[src/rtl/bcu_pkg.sv]
package bcu_pkg;
  localparam int unsigned SLOTS = 2;
  typedef logic slot_id_t;

  function automatic slot_id_t other_slot(slot_id_t s);
    return ~s;
  endfunction
endpackage

[src/rtl/bcu_slot.sv]
module bcu_slot #(
  parameter int unsigned RW     = 5,
  parameter int unsigned DATA_W = 32,
  parameter int unsigned NENT   = 16,
  localparam int unsigned EW    = $clog2(NENT),
  localparam int unsigned CW    = $clog2(NENT + 1)
) (
  input  logic              clk,
  input  logic              rst_n,
  input  logic              alloc_i,
  input  logic [CW-1:0]     alloc_cnt_i,
  input  logic              clear_i,
  input  logic              wr_en_i,
  input  logic [RW-1:0]     wr_idx_i,
  input  logic [DATA_W-1:0] wr_data_i,
  input  logic [RW-1:0]     look_idx_i,
  output logic              look_hit_o,
  output logic [DATA_W-1:0] look_data_o,
  input  logic [EW-1:0]     drn_ptr_i,
  output logic [RW-1:0]     drn_idx_o,
  output logic [DATA_W-1:0] drn_data_o,
  output logic              valid_o,
  output logic              done_o,
  output logic [CW-1:0]     exp_o
);
  logic              valid_q, valid_d;
  logic [CW-1:0]     exp_q, exp_d;
  logic [CW-1:0]     arr_q, arr_d;
  logic [NENT-1:0]   ev_q, ev_d;
  logic [RW-1:0]     idx_q [NENT];
  logic [DATA_W-1:0] dat_q [NENT];
  logic              wr_take;

  assign wr_take = wr_en_i & valid_q & (arr_q < exp_q);

  always_comb begin
    valid_d = valid_q;
    exp_d   = exp_q;
    arr_d   = arr_q;
    ev_d    = ev_q;
    if (clear_i) begin
      valid_d = 1'b0;
      ev_d    = '0;
    end else if (alloc_i) begin
      valid_d = 1'b1;
      exp_d   = alloc_cnt_i;
      arr_d   = '0;
      ev_d    = '0;
    end else if (wr_take) begin
      arr_d = arr_q + CW'(1);
      ev_d[arr_q[EW-1:0]] = 1'b1;
    end
  end

  always_ff @(posedge clk or negedge rst_n) begin
    if (!rst_n) begin
      valid_q <= 1'b0;
      exp_q   <= '0;
      arr_q   <= '0;
      ev_q    <= '0;
    end else begin
      valid_q <= valid_d;
      exp_q   <= exp_d;
      arr_q   <= arr_d;
      ev_q    <= ev_d;
    end
  end

  // entry payload needs no reset: every use is qualified by ev_q
  always_ff @(posedge clk) begin
    if (wr_take && !clear_i && !alloc_i) begin
      idx_q[arr_q[EW-1:0]] <= wr_idx_i;
      dat_q[arr_q[EW-1:0]] <= wr_data_i;
    end
  end

  // newest matching entry wins: later entries override in loop order
  always_comb begin
    look_hit_o  = 1'b0;
    look_data_o = '0;
    for (int j = 0; j < int'(NENT); j++) begin
      if (ev_q[j] && idx_q[j] == look_idx_i) begin
        look_hit_o  = 1'b1;
        look_data_o = dat_q[j];
      end
    end
  end

  assign drn_idx_o  = idx_q[drn_ptr_i];
  assign drn_data_o = dat_q[drn_ptr_i];
  assign valid_o    = valid_q;
  assign done_o     = valid_q && (arr_q == exp_q);
  assign exp_o      = exp_q;

  AST_ARR_BOUND: assert property (@(posedge clk) disable iff (!rst_n)
    valid_q |-> arr_q <= exp_q);
  AST_DONE_FROZEN: assert property (@(posedge clk) disable iff (!rst_n)
    (done_o && wr_en_i && !alloc_i) |=> $stable(arr_q));
endmodule

[src/rtl/bcu_ctrl.sv]
module bcu_ctrl
  import bcu_pkg::*;
#(
  parameter int unsigned NENT = 16,
  localparam int unsigned EW  = $clog2(NENT),
  localparam int unsigned CW  = $clog2(NENT + 1)
) (
  input  logic          clk,
  input  logic          rst_n,
  input  logic [1:0]    valid_i,
  input  logic [1:0]    done_i,
  input  logic [CW-1:0] exp0_i,
  input  logic [CW-1:0] exp1_i,
  input  logic          disp_v_i,
  input  logic          wr_v_i,
  input  logic          wr_slot_i,
  input  logic          flush_i,
  output logic          head_o,
  output logic [1:0]    alloc_o,
  output logic [1:0]    clear_o,
  output logic [1:0]    wr_en_o,
  output logic [EW-1:0] drn_ptr_o,
  output logic          rf_we_o,
  output logic          disp_ready_o,
  output logic          disp_slot_o
);
  slot_id_t      head_q, head_d, young, tail;
  logic [EW-1:0] dptr_q, dptr_d;
  logic [CW-1:0] exp_h;
  logic          head_done, retire;

  always_comb begin
    young     = other_slot(head_q);
    exp_h     = head_q ? exp1_i : exp0_i;
    head_done = done_i[head_q];
    retire    = head_done && ((exp_h == '0) || (CW'(dptr_q) + CW'(1) == exp_h));
    tail      = valid_i[head_q] ? young : head_q;

    clear_o = '0;
    if (flush_i) begin
      if (head_done) clear_o[young] = 1'b1;
      else           clear_o        = 2'b11;
    end
    if (retire) clear_o[head_q] = 1'b1;

    alloc_o = '0;
    if (disp_v_i && !valid_i[tail] && !flush_i) alloc_o[tail] = 1'b1;

    for (int s = 0; s < int'(SLOTS); s++) begin
      wr_en_o[s] = wr_v_i && !flush_i && (wr_slot_i == slot_id_t'(s));
    end

    head_d = head_q;
    dptr_d = dptr_q;
    if (retire) begin
      head_d = young;
      dptr_d = '0;
    end else if (head_done) begin
      dptr_d = dptr_q + EW'(1);
    end
  end

  always_ff @(posedge clk or negedge rst_n) begin
    if (!rst_n) begin
      head_q <= 1'b0;
      dptr_q <= '0;
    end else begin
      head_q <= head_d;
      dptr_q <= dptr_d;
    end
  end

  assign head_o       = head_q;
  assign drn_ptr_o    = dptr_q;
  assign rf_we_o      = head_done && (exp_h != '0);
  assign disp_ready_o = !valid_i[tail];
  assign disp_slot_o  = tail;

  AST_DRAIN_STEP: assert property (@(posedge clk) disable iff (!rst_n)
    (rf_we_o && !retire) |=> (rf_we_o && dptr_q == $past(dptr_q) + EW'(1)));
  AST_YOUNG_NEEDS_OLD: assert property (@(posedge clk) disable iff (!rst_n)
    valid_i[other_slot(head_q)] |-> valid_i[head_q]);
  AST_FLUSH_EMPTY: assert property (@(posedge clk) disable iff (!rst_n)
    (flush_i && !head_done) |=> (valid_i == 2'b00));
  AST_FLUSH_KEEP_OLD: assert property (@(posedge clk) disable iff (!rst_n)
    (flush_i && head_done && !retire) |=> (valid_i[head_q] && !valid_i[other_slot(head_q)]));
endmodule

[src/rtl/blk_commit_unit.sv]
module blk_commit_unit
  import bcu_pkg::*;
#(
  parameter int unsigned NREG   = 32,
  parameter int unsigned DATA_W = 32,
  parameter int unsigned NENT   = 16,
  localparam int unsigned RW    = $clog2(NREG),
  localparam int unsigned EW    = $clog2(NENT),
  localparam int unsigned CW    = $clog2(NENT + 1)
) (
  input  logic              clk,
  input  logic              rst_n,
  input  logic              disp_valid,
  input  logic [CW-1:0]     disp_count,
  output logic              disp_ready,
  output logic              disp_slot,
  input  logic              out_valid,
  input  logic              out_slot,
  input  logic [RW-1:0]     out_reg,
  input  logic [DATA_W-1:0] out_data,
  input  logic              flush,
  input  logic [RW-1:0]     rd_reg,
  input  logic [DATA_W-1:0] rf_rdata,
  output logic              rd_hit,
  output logic [DATA_W-1:0] rd_data,
  output logic              rf_we,
  output logic [RW-1:0]     rf_waddr,
  output logic [DATA_W-1:0] rf_wdata
);
  logic [1:0]        alloc, clear, wr_en, valid, done, hit;
  logic [CW-1:0]     expc   [SLOTS];
  logic [DATA_W-1:0] hdata  [SLOTS];
  logic [RW-1:0]     didx   [SLOTS];
  logic [DATA_W-1:0] ddata  [SLOTS];
  logic [EW-1:0]     dptr;
  slot_id_t          head, young;

  for (genvar s = 0; s < int'(SLOTS); s++) begin : g_slot
    bcu_slot #(.RW(RW), .DATA_W(DATA_W), .NENT(NENT)) u_slot (
      .clk         (clk),
      .rst_n       (rst_n),
      .alloc_i     (alloc[s]),
      .alloc_cnt_i (disp_count),
      .clear_i     (clear[s]),
      .wr_en_i     (wr_en[s]),
      .wr_idx_i    (out_reg),
      .wr_data_i   (out_data),
      .look_idx_i  (rd_reg),
      .look_hit_o  (hit[s]),
      .look_data_o (hdata[s]),
      .drn_ptr_i   (dptr),
      .drn_idx_o   (didx[s]),
      .drn_data_o  (ddata[s]),
      .valid_o     (valid[s]),
      .done_o      (done[s]),
      .exp_o       (expc[s])
    );
  end

  bcu_ctrl #(.NENT(NENT)) u_ctrl (
    .clk          (clk),
    .rst_n        (rst_n),
    .valid_i      (valid),
    .done_i       (done),
    .exp0_i       (expc[0]),
    .exp1_i       (expc[1]),
    .disp_v_i     (disp_valid),
    .wr_v_i       (out_valid),
    .wr_slot_i    (out_slot),
    .flush_i      (flush),
    .head_o       (head),
    .alloc_o      (alloc),
    .clear_o      (clear),
    .wr_en_o      (wr_en),
    .drn_ptr_o    (dptr),
    .rf_we_o      (rf_we),
    .disp_ready_o (disp_ready),
    .disp_slot_o  (disp_slot)
  );

  assign young    = other_slot(head);
  assign rf_waddr = didx[head];
  assign rf_wdata = ddata[head];

  // younger block shadows the older one, which shadows the register file
  always_comb begin
    if (hit[young]) begin
      rd_hit  = 1'b1;
      rd_data = hdata[young];
    end else if (hit[head]) begin
      rd_hit  = 1'b1;
      rd_data = hdata[head];
    end else begin
      rd_hit  = 1'b0;
      rd_data = rf_rdata;
    end
  end

  AST_DISP_COUNT_RANGE: assert property (@(posedge clk) disable iff (!rst_n)
    disp_valid |-> disp_count <= CW'(NENT));
  AST_NO_WRITE_IDLE: assert property (@(posedge clk) disable iff (!rst_n)
    (valid == 2'b00) |-> !rf_we);
endmodule

[config.mk]
export PLATFORM = sky130hd
export DESIGN_NAME = blk_commit_unit
export DESIGN_NICKNAME = d
export VERILOG_FILES = /design/src/rtl/bcu_pkg.sv /design/src/rtl/bcu_slot.sv /design/src/rtl/bcu_ctrl.sv /design/src/rtl/blk_commit_unit.sv
export SDC_FILE = /design/constraint.sdc
export NUM_CORES = 2
export LEC_CHECK = 0
export CORE_MARGIN = 2
export CORE_UTILIZATION = 30
export CTS_CLUSTER_SIZE = 10
export DETAILED_ROUTE_END_ITERATION = 8
export GPL_TIMING_DRIVEN = 0
export PLACE_DENSITY = 0.47
export SLEW_MARGIN = 5
export SYNTH_ARGS = -nofsm -noshare
export SYNTH_HDL_FRONTEND = slang
export SYNTH_HIERARCHICAL = 1
export SYNTH_SLANG_ARGS = --single-unit
[constraint.sdc]
create_clock -name clk -period 6.1 [get_ports clk]
set_input_delay 1.22 -clock clk [delete_from_list [all_inputs] [get_ports clk]]
set_output_delay 1.22 -clock clk [all_outputs]
set_load 0.05 [all_outputs]
; ---- Word level (Yosys, flattened, before mapping)
; Memories as Yosys holds them, arrays and structs flattened.
; Cells that the tools add are included.
[totals]
reg_bits = 59
memories = 4
in_bits = 85
ramBits = 1184
wordCells = 276
out_inout_bits = 73
[classes]
bitwise = 13
n_eq_ne = 35
n_reduce_logical = 70
mux = 126
add_sub_neg = 4
order_cmp = 14
[mem_list]
columns = name, words, width, read_ports, rd_clocked_by_memory_dff, wr, line_no
row1 = g_slot[0].u_slot.dat_q, 16, 32, 17, 0, 1, bcu_slot.sv:31  ; logic [DATA_W-1:0] dat_q [NENT];
row2 = g_slot[1].u_slot.dat_q, 16, 32, 17, 0, 1, bcu_slot.sv:31
row3 = g_slot[0].u_slot.idx_q, 16, 5, 17, 0, 1, bcu_slot.sv:30  ; logic [RW-1:0] idx_q [NENT];
row4 = g_slot[1].u_slot.idx_q, 16, 5, 17, 0, 1, bcu_slot.sv:30
[ops]
columns = operator, count
row1 = 32-bit 2-to-1 mux, 43
row2 = 5-bit == test, 35
row3 = 16-bit 2-to-1 mux, 6
row4 = 1-bit 2-to-1 mux, 58
row5 = 1-bit logical AND, 50
row6 = 5-bit 2-to-1 mux, 8
row7 = 16-bit bitwise OR, 2
row8 = 5-bit by 1-bit adder with 5-bit output (second input constant), 2
row9 = 4-bit by 5-bit less-than comparator with 1-bit output (second input constant), 2
row10 = 5-bit less-than comparator, 2
row11 = 2-bit nonzero test, 5
row12 = 1-bit demux with 4-bit select, 2
row13 = 4-bit by 1-bit >= comparator with 1-bit output (second input constant), 2
row14 = 2-bit 2-to-1 mux, 4
row15 = 4-bit 2-to-1 mux, 2
row16 = 2-bit AND reduction, 4
row17 = 1-bit zero test, 6
row18 = 1-bit by 2-bit less-than comparator with 1-bit output (second input constant), 3
row19 = 3-bit nonzero test, 2
row20 = 4-bit by 1-bit adder with 5-bit output (second input constant), 1
row21 = 5-bit zero test, 1
row22 = 5-bit nonzero test, 1
row23 = 4-bit by 1-bit adder with 4-bit output (second input constant), 1
row24 = 1-bit AND, 4
row25 = 7 further kinds, 16

; ---- Longest topological paths before layout
[logic_depth]
depth_word = 23
mapped_depth = 15
depth_no_buf = 13

; ---- Modules after synthesis
; The synthesis kept the hierarchy.
[modules_own_cells]
columns = module, cells_each, n_inst, seq_area_each_um2, area_each_um2
row1 = bcu_slot (g_slot[1].u_slot), 1686, 1, 18452.7, 28568.6
row2 = bcu_slot (g_slot[0].u_slot), 1666, 1, 18452.7, 28411.0
row3 = blk_commit_unit, 158, 1, 0.0, 1455.1
row4 = bcu_ctrl, 66, 1, 125.1, 558.0

; ---- Worst setup path after synthesis
; OpenSTA, ideal clock, no wires.
[synth_path]
path_type = register -> register
from = reg u_ctrl.head_q (netlist: u_ctrl/head_o)
to = mem g_slot[1].u_slot.dat_q[3][0], enable pin
arrival_time_ns = 5.206
t_required_ns = 5.620
path_buffers = 2
path_stages_with_launch = 13
setup_ns = 0.480
path_slack_ns = 0.415
synth_period_minus_slack_ns = 5.685
cell_sequence = dfrtp_1 -> buf_6 -> buf_12 -> nor4b_1 -> a22o_1 -> o21bai_2 -> mux2_2 -> nor4bb_1 -> o21ai_0 -> a21oi_1 -> nor2b_1 -> nand2_1 -> nor3_1
[synth_between]
elab_chain_cells = 14
word_cells_on_any_way = 42
cone_classes = order compare (6) / eq/ne (1) / mux (20) / bitwise (2) / reduce/logical (13)
[synth_lines]
columns = item, line_no
row1 = "start, declared", bcu_ctrl.sv:27  ; slot_id_t head_q, head_d, young, tail;
row2 = "start signal, assigned", bcu_ctrl.sv:65  ; head_q <= 1'b0;
row3 = "start signal, assigned", bcu_ctrl.sv:68  ; head_q <= head_d;
row4 = 1-bit NOT, bcu_pkg.sv:6  ; return ~s;
row5 = 1-bit by 2-bit less-than comparator with 1-bit output (implied by the code) or 1-bit >= comparator (tied branches), bcu_ctrl.sv:41  ; if (head_done) clear_o[young] = 1'b1;
row6 = 1-bit logical AND (implied by the code), bcu_ctrl.sv:41
row7 = 1-bit 2-to-1 mux (implied by the code), bcu_ctrl.sv:41
row8 = 1-bit demux with 1-bit select, n/a
row9 = 2-bit 2-to-1 mux, bcu_ctrl.sv:41
row10 = 2-bit 2-to-1 mux, bcu_ctrl.sv:40  ; if (flush_i) begin
row11 = 2-bit bitwise OR (no source line), n/a
row12 = 2-bit 2-to-1 mux (*), bcu_ctrl.sv:44  ; if (retire) clear_o[head_q] = 1'b1;
row13 = named net clear[1], blk_commit_unit.sv:30  ; logic [1:0] alloc, clear, wr_en, valid, done, hit;
row14 = 1-bit zero test (*), bcu_slot.sv:71  ; if (wr_take && !clear_i && !alloc_i) begin
row15 = 1-bit logical AND (*) (2 in a row), bcu_slot.sv:71
row16 = 1-bit 2-to-1 mux (*), bcu_slot.sv:71
row17 = 1-bit 2-to-1 mux (implied by the code) (*), bcu_slot.sv:73  ; dat_q[arr_q[EW-1:0]] <= wr_data_i;
row18 = "end, declared", bcu_slot.sv:31
; The timed path passes the listed nets; every way through them passes the cells marked *. The select of a mux whose other input is x is not followed.

; ---- Worst setup path in the final report
[layout_path]
from = in rd_reg[1]
to = out rd_data[10]
[layout_between]
word_cells_on_any_way = 140
cone_classes = eq/ne (32) / mux (76) / reduce/logical (32)
[layout_rtl]
columns = item, line_no
row1 = "start, declared", blk_commit_unit.sv:22  ; input logic [RW-1:0] rd_reg,
row2 = 5-bit == test, bcu_slot.sv:82  ; if (ev_q[j] && idx_q[j] == look_idx_i) begin
row3 = 1-bit logical AND, bcu_slot.sv:82
row4 = 1-bit 2-to-1 mux (15 in a row), bcu_slot.sv:82
row5 = 1-bit 2-to-1 mux (*), bcu_slot.sv:82
row6 = named net hit[1], blk_commit_unit.sv:30
row7 = 1-bit 2-to-1 mux (implied by the code) (2 in a row), blk_commit_unit.sv:90  ; end else if (hit[head]) begin
row8 = 32-bit 2-to-1 mux, blk_commit_unit.sv:90
row9 = 32-bit 2-to-1 mux (*), blk_commit_unit.sv:87  ; if (hit[young]) begin
row10 = "end, declared", blk_commit_unit.sv:25  ; output logic [DATA_W-1:0] rd_data,
; Marks and branches as above.

==> metrics.md <==
| Metric | Value |
|---|---|
| Standard-cell rows | around 160 |
| Worst Setup Start Kind | input port |
| Post-route worst setup slack | -38.9 ps |
| Count of unique library cells instantiated by Yosys | 78 |
| Final Hold Viols | 0 |
| Number of buffers added by the clock tree synthesis step | around 150 |
| TritonCTS clock tree | built |
| Worst reg-to-reg path cell count | 15 |
| Min-delay worst type | in -> async |
| Highest net fanout along the worst path | 10 |
| Ratio of final minimum period to clock period | 101% |
| Post-CTS clock slew at the launch and capture registers of the worst setup and hold paths | 50 ps |
| Standby leakage power | 22.5 nW |
| Async set-reset flop share out of synthesis | 4.75% |
| Relative contribution of the clock network to total power | 36.7% |
| Detailed-router iteration count before antenna repair | 8 |
| Worst Clk Skew | around 25 ps |
| Reg-to-reg startpoint | u_ctrl/drn_ptr_o[1] |
| Wirelength per Cell | around 35 um |
| Total Routed Length | 237 mm |
| Ratio of total power to cell area | 314 mW/mm2 |
| # H-tree levels | 4 |
| Overflow after GRT | 0 |
| CP endpoint kind | output port |
| Worst setup path endpoint | rd_data[10] |
| Required time worst endpoint | 4880 ps |
| Slew HR | 8.73% |
| Origin of the worst setup path | rd_reg[1] |
| Routed vias | 39500 |
| Flip-flop and latch area | 0.0370 mm2 |
| Area of the mapped netlist | 0.0590 mm2 |
| Max Cap Viol | 0 |
| Sequential cell fraction of total power | between 40% and 50% |
| Number of antenna violations at the first check in global routing | 5 |
| Max Clock Freq | 163 MHz |
| Largest net degree at the start of global routing | 41 |
| Final instance area | 0.0700 mm2 |
| Number of nets with antenna violations after detailed routing | 0 |
| Portion of the post-synthesis area used by sequential elements | 62.8% |
| Hpwl dp | 170 mm |
| Vias/cell | slightly below 6 |
| Measured slew at the worst slew-check pin | ~1400 ps |
| Number of pins exceeding their max-slew limit in the final report | 0 |
| # port buffers | around 150 |
| Die ar. | 0.200 mm2 |
| Avg Synthesized Cell Area | 16.5 um2 |
| Number of cells after detailed placement | 6439 |
| Sink Count | 1243 |
| Maximum root-to-sink buffer count | 3 |
| Chip Width | 447 um |
| Starting Density | 30.2% |
| Arrival time of data at the critical path endpoint | 4920 ps |
| Setup Crit Path Kind | in -> out |
| Internal Power | around 16 mW |
| Syn Inst Count | 3576 |
| Placed Area | approximately 0.065 mm2 |
| Global placer's final weighted congestion | about 0.85 |
| Layout net count | 4075 |
| Portion of total power attributed to combinational logic | 20.2% |
| Worst-Skew Late Latency | 760 ps |
| Proportion of layout cells with a drive suffix above 1 | 28.1% |
| Finished Layout Cells | between 6000 and 7000 |
| Worst vdd rail ir drop | 0.289 mV |
| Vertical extent of the die | between 400 and 500 um |
| Area growth from synthesis to layout | 18.6% |
| Minimum clock period | 6140 ps |
| Net count after synthesis | around 3700 |
| Cell at the root of the clock tree | sky130_fd_sc_hd__clkbuf_16 |
| Combined area of the multi-input logic cells | 0.0207 mm2 |
| Violations in the final reports | setup timing |
| Overall routing resource usage | 23.4% |
| Count of flip-flops with a built-in enable after synthesis | approximately 1200 |
| Syn. warnings | 6 |
| Final setup vio count | 3 |
| Area of the core | 0.195 mm2 |
| Ys flop type | sky130_fd_sc_hd__edfxtp_1 |
| Fraction of power spent switching nets | between 20% and 30% |
| Flop2flop setup slack | a little under 900 ps |
| DRC marker count from the first detailed-route iteration | between 5000 and 6000 |
| Synthesis-stage register bit count | 1243 |
| Switching power | a little over 6 mW |
| DR DRC count | 0 |
| Vias in the first global route | 39500 |
| Wire length of the first global-routing pass | between 300 and 400 mm |
| Result of the run | finished, violations left |
| Post-CTS Hold Fix Bufs | 0 |
| Number of I/O pins | 158 |
| Filler cell count | 18400 |
| Destination of the worst register-to-register timing path | g_slot[0].u_slot/dat_q[2][17] |
-- routing by layer --
metal | routed length [um] | vias up | global-route usage [%]
met5 | 13 | - | 0
met4 | 11800 | 2 | 10.2
met3 | 21100 | 409 | 4.55
met2 | 104000 | 2225 | 35.1
met1 | 99800 | 21000 | 32.8
li1 | - | 15900 | -
-- placed cells by master (no fill, tap or decap), types with 53 or more instances in the layout --
master / count
sky130_fd_sc_hd__clkbuf_2: 66
sky130_fd_sc_hd__xor2_1: 126
sky130_fd_sc_hd__o211ai_1: 59
sky130_fd_sc_hd__a222oi_1: 55
sky130_fd_sc_hd__mux2_2: 105
sky130_fd_sc_hd__buf_4: 76
sky130_fd_sc_hd__clkbuf_1: 110
sky130_fd_sc_hd__a22oi_1: 68
sky130_fd_sc_hd__a221oi_1: 94
sky130_fd_sc_hd__mux4_2: 370
sky130_fd_sc_hd__a221o_1: 62
sky130_fd_sc_hd__nor3_1: 91
sky130_fd_sc_hd__dfrtp_1: 57
sky130_fd_sc_hd__o22ai_1: 60
sky130_fd_sc_hd__o21ai_0: 113
sky130_fd_sc_hd__o221ai_1: 53
sky130_fd_sc_hd__edfxtp_1: 1184
sky130_fd_sc_hd__nor2_1: 97
sky130_fd_sc_hd__clkbuf_16: 153
sky130_fd_sc_hd__nand2_1: 126
sky130_fd_sc_hd__clkdlybuf4s50_1: 105
sky130_fd_sc_hd__buf_2: 79
-- cells by family after synthesis --
family,share of synthesized area [%]
AO/OA/AOI/OAI,10.8
multiplexers,16.3
XOR/XNOR,2.56
AND/OR/NAND/NOR,4.34
flip-flops,62.8
buffers and inverters,2.88
adder cells (fa/ha/maj),0.403
-- flip-flops by register name, summed over array words and instances (netlist names) --
register and count:
g_slot.u_slot/arr_q 10, g_slot.u_slot/dat_q 1024, g_slot.u_slot/ev_q 32, g_slot.u_slot/exp_o 10, g_slot.u_slot/idx_q 160, g_slot.u_slot/valid_o 2, u_ctrl/drn_ptr_o 4, u_ctrl/head_o 1
-- power groups by stage --
stage	registers [mW]	clock network, mW	logic (mW)
finish	9.47	8.08	4.44
global route	9.48	8.53	4.61
CTS	9.47	8.21	4.48
detailed placement	9.65	0	4.42
global placement	9.65	0	4.40
floorplan	9.60	0	2.79
-- critical path: stages --
cell and delay (ps):
sky130_fd_sc_hd__buf_6 130, sky130_fd_sc_hd__buf_12 160, sky130_fd_sc_hd__xor2_1 160, sky130_fd_sc_hd__nor4_2 460, sky130_fd_sc_hd__nand3_4 270, sky130_fd_sc_hd__nand2_4 230
sky130_fd_sc_hd__buf_4 270, sky130_fd_sc_hd__nor4_1 90, sky130_fd_sc_hd__nand4_1 110, sky130_fd_sc_hd__buf_4 180, sky130_fd_sc_hd__buf_6 210, sky130_fd_sc_hd__buf_8 240
sky130_fd_sc_hd__buf_6 250, sky130_fd_sc_hd__a211o_1 160, sky130_fd_sc_hd__o221a_2 330, sky130_fd_sc_hd__clkdlybuf4s18_2 410
-- through the flow --
stage / setup WS [ps] / total power [mW] / TNS, ps / hold slack (ps) / utilization, %
floorplan: 415 / 12.4 / 0 / 441 / -
finish: -38.9 / 22.0 / -80.5 / 377 / 35.9
detailed placement: -1600 / 14.1 / -43440 / 457 / 33.5
CTS: 3.89 / 22.2 / 0 / 353 / 35.8
global route: -8.38 / 22.6 / -8.38 / 367 / 35.8
global placement: -4930 / 14.0 / -3413390 / 454 / 32.7
-- cell type report --
class	instances	share of cell area (%)
antenna	4	0.0143
buffer	294	2.56
clock buffer	203	5.78
clock inverter	17	0.211
inverter	34	0.182
multi-input combinational	2003	29.5
sequential	1243	52.9
tap	2624	4.69
timing repair buffer	246	4.10
-- synthesized netlist by cell type, types with 9 or more instances --
cell type / number / share of area, %
sky130_fd_sc_hd__a211oi_1: 30 / 0.38
sky130_fd_sc_hd__nand2_1: 129 / 0.82
sky130_fd_sc_hd__o22ai_1: 60 / 0.64
sky130_fd_sc_hd__a221o_1: 62 / 1.1
sky130_fd_sc_hd__and2b_1: 10 / 0.13
sky130_fd_sc_hd__dfrtp_1: 59 / 2.5
sky130_fd_sc_hd__nor2b_1: 33 / 0.35
sky130_fd_sc_hd__nor3_1: 99 / 0.84
sky130_fd_sc_hd__edfxtp_1: 1184 / 60
sky130_fd_sc_hd__a21oi_1: 40 / 0.34
sky130_fd_sc_hd__nor2_1: 123 / 0.78
sky130_fd_sc_hd__mux4_2: 370 / 14
sky130_fd_sc_hd__buf_2: 99 / 0.84
sky130_fd_sc_hd__a222oi_1: 55 / 0.93
sky130_fd_sc_hd__mux2_2: 105 / 2.0
sky130_fd_sc_hd__ha_1: 19 / 0.40
sky130_fd_sc_hd__o221a_2: 35 / 0.67
sky130_fd_sc_hd__nor4_1: 28 / 0.30
sky130_fd_sc_hd__o221ai_2: 13 / 0.33
sky130_fd_sc_hd__a22oi_1: 68 / 0.87
sky130_fd_sc_hd__o21ai_1: 37 / 0.31
sky130_fd_sc_hd__inv_1: 33 / 0.21
sky130_fd_sc_hd__a21o_1: 33 / 0.42
sky130_fd_sc_hd__xor2_1: 127 / 1.9
sky130_fd_sc_hd__a211o_1: 32 / 0.48
sky130_fd_sc_hd__xnor2_1: 42 / 0.62
sky130_fd_sc_hd__nand3_1: 27 / 0.23
sky130_fd_sc_hd__buf_1: 17 / 0.11
sky130_fd_sc_hd__buf_4: 15 / 0.19
sky130_fd_sc_hd__o21ai_0: 113 / 0.96
sky130_fd_sc_hd__buf_6: 29 / 0.55
sky130_fd_sc_hd__and3_1: 18 / 0.19
sky130_fd_sc_hd__nand2b_1: 9 / 0.095
sky130_fd_sc_hd__o211ai_1: 59 / 0.75
sky130_fd_sc_hd__a221oi_1: 94 / 1.4
sky130_fd_sc_hd__clkbuf_1: 130 / 0.83
sky130_fd_sc_hd__o221ai_1: 53 / 0.79
-- worst min path at each step --
stage,to,slack [ps],cells past startpoint
floorplan,g_slot[0].u_slot/ev_q[11],440,1
global placement,g_slot[1].u_slot/ev_q[1],450,1
detailed placement,g_slot[0].u_slot/ev_q[5],460,1
CTS,g_slot[1].u_slot/arr_q[3],350,1
global route,g_slot[1].u_slot/arr_q[3],370,1
finish,g_slot[1].u_slot/arr_q[3],380,1
-- timing repair --
action / 4_1_cts / 5_1_grt
endpoints found under the setup margin: 70 / 37
gates resized for setup: 218 / 65
buffers inserted: 7 / 0
pin swaps: 4 / 2
(Power assumes the default switching activity.)
